`src/rtl/smm_pkg.sv`:
```
package smm_pkg;
   localparam int DEF_SYNC_STAGES = 2;

   // one decision per cycle from the arbiter
   typedef struct packed {
      logic smi;
      logic nmi;
      logic intr;
   } grant_t;
endpackage

```
`src/rtl/smm_sync.sv`:
```
module smm_sync #(
   parameter int   STAGES  = 2,
   parameter logic RST_VAL = 1'b1
) (
   input  logic clk,
   input  logic rst_n,
   input  logic d,
   output logic q
);
   localparam int LAST = STAGES - 1;

   if (STAGES < 2) begin : g_bad_depth
      $error("smm_sync: STAGES must be at least 2");
   end

   logic [LAST:0] chain;

   always_ff @(posedge clk or negedge rst_n) begin
      if (!rst_n) chain <= {STAGES{RST_VAL}};
      else        chain <= {chain[LAST-1:0], d};
   end

   assign q = chain[LAST];
endmodule

```
`src/rtl/smm_edge_latch.sv`:
```
module smm_edge_latch (
   input  logic clk,
   input  logic rst_n,
   input  logic lvl_n,    // synchronised active-low request
   input  logic taken,    // arbiter accepted the pending request
   output logic pending
);
   logic lvl_d;
   logic fell;

   always_ff @(posedge clk or negedge rst_n) begin
      if (!rst_n) lvl_d <= 1'b1;
      else        lvl_d <= lvl_n;
   end

   assign fell = lvl_d & ~lvl_n;

   // single-bit store: further edges merge into one request
   always_ff @(posedge clk or negedge rst_n) begin
      if (!rst_n) pending <= 1'b0;
      else        pending <= fell | (pending & ~taken);
   end
endmodule

```
`src/rtl/smm_arbiter.sv`:
```
module smm_arbiter
   import smm_pkg::*;
#(
   parameter bit STR_ITER_EN = 1'b1
) (
   input  logic   instr_bnd,
   input  logic   str_iter,
   input  logic   bus_locked,
   input  logic   active,
   input  logic   pending,
   input  logic   nmi_req,
   input  logic   intr_req,
   output grant_t grant
);
   logic bnd;
   logic open_slot;

   if (STR_ITER_EN) begin : g_iter_bnd
      assign bnd = instr_bnd | str_iter;
   end else begin : g_instr_only
      assign bnd = instr_bnd;
   end

   assign open_slot = bnd & ~bus_locked & ~active;

   always_comb begin
      grant = '0;
      if (open_slot) begin
         if (pending)      grant.smi  = 1'b1;
         else if (nmi_req) grant.nmi  = 1'b1;
         else if (intr_req) grant.intr = 1'b1;
      end
   end
endmodule

```
`src/rtl/smm_mode.sv`:
```
module smm_mode
   import smm_pkg::*;
(
   input  logic   clk,
   input  logic   rst_n,
   input  grant_t grant,
   input  logic   resume,
   output logic   active,
   output logic   enter_q,
   output logic   nmi_q,
   output logic   intr_q
);
   always_ff @(posedge clk or negedge rst_n) begin
      if (!rst_n) begin
         active  <= 1'b0;
         enter_q <= 1'b0;
         nmi_q   <= 1'b0;
         intr_q  <= 1'b0;
      end else begin
         enter_q <= grant.smi;
         nmi_q   <= grant.nmi;
         intr_q  <= grant.intr;
         if (grant.smi)   active <= 1'b1;
         else if (resume) active <= 1'b0;
      end
   end
endmodule

```
`src/rtl/smm_irq_ctrl.sv`:
```
module smm_irq_ctrl
   import smm_pkg::*;
#(
   parameter int SYNC_STAGES = DEF_SYNC_STAGES,
   parameter bit STR_ITER_EN = 1'b1
) (
   input  logic clk,
   input  logic rst_n,
   input  logic smi_req_n,
   input  logic instr_bnd,
   input  logic str_iter,
   input  logic bus_locked,
   input  logic nmi_req,
   input  logic intr_req,
   input  logic resume,
   output logic enter_pulse,
   output logic mgmt_active_n,
   output logic nmi_take,
   output logic intr_take
);
   logic   smi_s_n;
   logic   pending;
   logic   active;
   grant_t grant;

   smm_sync #(.STAGES(SYNC_STAGES), .RST_VAL(1'b1)) u_sync (
      .clk   (clk),
      .rst_n (rst_n),
      .d     (smi_req_n),
      .q     (smi_s_n)
   );

   smm_edge_latch u_latch (
      .clk     (clk),
      .rst_n   (rst_n),
      .lvl_n   (smi_s_n),
      .taken   (grant.smi),
      .pending (pending)
   );

   smm_arbiter #(.STR_ITER_EN(STR_ITER_EN)) u_arb (
      .instr_bnd  (instr_bnd),
      .str_iter   (str_iter),
      .bus_locked (bus_locked),
      .active     (active),
      .pending    (pending),
      .nmi_req    (nmi_req),
      .intr_req   (intr_req),
      .grant      (grant)
   );

   smm_mode u_mode (
      .clk     (clk),
      .rst_n   (rst_n),
      .grant   (grant),
      .resume  (resume),
      .active  (active),
      .enter_q (enter_pulse),
      .nmi_q   (nmi_take),
      .intr_q  (intr_take)
   );

   assign mgmt_active_n = ~active;
endmodule

```
`config.mk`:
```
export PLATFORM = sky130hd
export DESIGN_NAME = smm_irq_ctrl
export DESIGN_NICKNAME = d
export VERILOG_FILES = /design/src/rtl/smm_pkg.sv /design/src/rtl/smm_sync.sv /design/src/rtl/smm_edge_latch.sv /design/src/rtl/smm_arbiter.sv /design/src/rtl/smm_mode.sv /design/src/rtl/smm_irq_ctrl.sv
export SDC_FILE = /design/constraint.sdc
export NUM_CORES = 1
export LEC_CHECK = 0
export BUFFER_PORTS_ARGS = -buffer_cell sky130_fd_sc_hd__buf_2
export CAP_MARGIN = 20
export CORE_AREA = 3 3 40 42
export DETAILED_ROUTE_END_ITERATION = 16
export DIE_AREA = 0 0 43 45
export SLEW_MARGIN = 20
export SYNTH_ARGS = -nofsm -noshare
export SYNTH_HDL_FRONTEND = slang
export SYNTH_SLANG_ARGS = --single-unit
export TNS_END_PERCENT = 100
```
`constraint.sdc`:
```
create_clock -name clk -period 1.58 [get_ports clk]
set_input_delay 0.158 -clock clk [delete_from_list [all_inputs] [get_ports clk]]
set_output_delay 0.158 -clock clk [all_outputs]
set_load 0.005 [all_outputs]
```
==> results_dict.tcl <==
set metrics [dict create \
    clkTransAtPathRegs_ps 50 \
    postRouteAntennaNets 0 \
    tightest_slew_ps 253 \
    swShare 0.226 \
    peakVddDrop_mv 0.374 \
    row_count 13 \
    critPathLaunchType "flip-flop" \
    timing.fmax_mhz 1030 \
    syn_inst 18 \
    clock_skew_ps 4.70 \
    synth_fp_nets 27 \
    seqPwrFrac 0.520 \
    initial_core_util 0.212 \
    clk_latency_ps 250 \
    avgRoutedWirePerCell_um 9.61 \
    cts-resized-gates 0 \
    vias 192 \
    antenna_found_initial 0 \
    cts_buffers 3 \
    antennaDiodeCount 0 \
    io_buffer_count 12 \
    avgSynthCellArea_um2 15.2 \
    drt_first_pass_iters 2 \
    clock_power_share 0.357 \
    ys_ff_latch 8 \
    numClockSinks 8 \
    cts_root_buf "clkbuf_4" \
    outcome "complete, no violations" \
    cts_max_path_buffers 2 \
    ys_seq_area_frac 0.748 \
    fin_setup_tns_ps 0 \
    cts_htree_levels 1 \
    end_kind "primary output" \
    p_comb_frac 0.123 \
    layoutNonFillerInstCount 51 \
    vias_per_cell 3.76 \
    holdCritPathClass "input port to flip-flop" \
    drt_iter0_drc 1 \
    path_max_fanout 2 \
    yosysWarnings 0 \
    leakage_nw 0.200 \
    grt_pass1_vias 170 \
    drive_above_1_share 0.611 \
    synth_area_um2 273 \
    place.gp.congestion 0.669 \
    drcViolationCount 0 \
    relSlewSlack 0.831 \
    p_int_mw 0.352 \
    die_h_um 45 \
    wl_um 490 \
    hold_violations 0 \
    syn_to_final_growth_pct 45.9 \
    timing.hold.ws_ps 81.4 \
    dieArea_mm2 0.00194 \
    synth_cell_types 10 \
    postCtsSetupRepairBufs 0 \
    ios 13 \
    netSwitchingPower_mw 0.103 \
    track_usage 0.0556 \
    fin_crit_sh 0.614 \
    die_w_um 43 \
    setup-violations-final 0 \
    rsz0062_at_grt "no" \
    finalNetCount 46 \
    grt_pass1_wl_um 676 \
    core_mm2 0.00128 \
    critPathKind "flip-flop to primary output" \
    drv_cap 0 \
    worstPathRequired_ps 1420 \
    fin_crit_ps 970 \
    grt_remaining_overflow 0 \
    grt_max_degree 9 \
    worstPathArrival_ps 810 \
    maxSlewViolCount 0 \
    report.power.total_mw 0.454 \
    pwr_density_cell_mw_per_mm2 1140 \
    cts_tree "built" \
    place_inst 45 \
]
-- cells in the mapped netlist --
cell | count | share of area
a22o_2 | 1 | 0.037
inv_1 | 3 | 0.041
o21ai_2 | 1 | 0.032
nor3b_1 | 1 | 0.028
nor4b_2 | 1 | 0.055
nor2_2 | 1 | 0.023
o22ai_1 | 1 | 0.023
dfstp_2 | 3 | 0.29
nor2_1 | 1 | 0.014
dfrtp_1 | 5 | 0.46
-- sequential cells by signal, summed over array words and instances, names as in the netlist --
register	flops
u_mode.active	1
u_mode.nmi_q	1
u_sync.chain	2
u_mode.enter_q	1
u_latch.pending	1
u_mode.intr_q	1
u_latch.lvl_d	1
-- cell usage in the layout, fill, tap and decap left out, drive strengths merged --
cell,n
clkbuf,4
nor4b,1
nor2,2
a22o,1
o21ai,1
dlygate4sd3,2
inv,3
dfstp,3
o22ai,1
dfrtp,5
nor3b,1
buf,12
-- power by group through the flow --
stage / combinational, mW / sequential (mW) / clock, mW
2_1_floorplan: 0.0245 / 0.239 / 0
3_3_place_gp: 0.0520 / 0.239 / 0
3_5_place_dp: 0.0534 / 0.240 / 0
4_1_cts: 0.0571 / 0.237 / 0.173
5_1_grt: 0.0621 / 0.238 / 0.189
6_report: 0.0558 / 0.236 / 0.162
-- cells by family after synthesis --
kind of cell	after synthesis	synth area share
DFF	8	0.748
buffers and inverters	3	0.0413
and+or+nand+nor	4	0.119
AOI/OAI and AO/OA	3	0.0918
-- repair_timing --
action,in CTS,in global routing
endpoints found under the setup margin,0,0
hold buffers,2,0
endpoints found under the hold margin,9,0
-- through the flow --
step,setup slack [ps],util,cell area [um2]
detailed placement,649,0.274,352
floorplan,693,-,273
global route,550,0.310,398
finish,610,0.310,398
CTS,590,0.310,398
global placement,673,0.274,352
-- cell type report --
cell class | instances | area [um2]
clock buffers | 4 | 26.3
fillers | 130 | 887
inverters | 3 | 11.3
multi-input cells | 7 | 57.6
flip-flops and latches | 8 | 204
well taps | 15 | 18.8
repair buffers | 14 | 80.1
-- worst paths after layout --
check                                  end  depth (start not counted)  slack [ps]             from
setup / recovery             mgmt_active_n                          2         610    u_mode.active
hold / removal               u_mode.intr_q                          2          80          nmi_req
setup reg to reg           u_latch.pending                          3         650    u_mode.active
hold reg to reg            u_sync.chain[1]                          0         350  u_sync.chain[0]
max in group asynchronous  u_sync.chain[1]                          2        1070            rst_n
min in group asynchronous  u_latch.pending                          2         270            rst_n
-- metal layers --
| metal | vias to the layer above | share of wire | GRT usage |
|---|---|---|---|
| met2 | 12 | 0.44 | 0.0659 |
| li1 | 94 | - | - |
| met3 | 0 | 0.15 | 0.0438 |
| met5 | - | 0 | 0 |
| met4 | 0 | 0 | 0.0542 |
| met1 | 86 | 0.41 | 0.0600 |
-- critical path, stage by stage, from the launching register on --
cell,delay (ps)
dfrtp_1,380
inv_1,70
buf_2,110
Power figures use the tool's default switching activity.
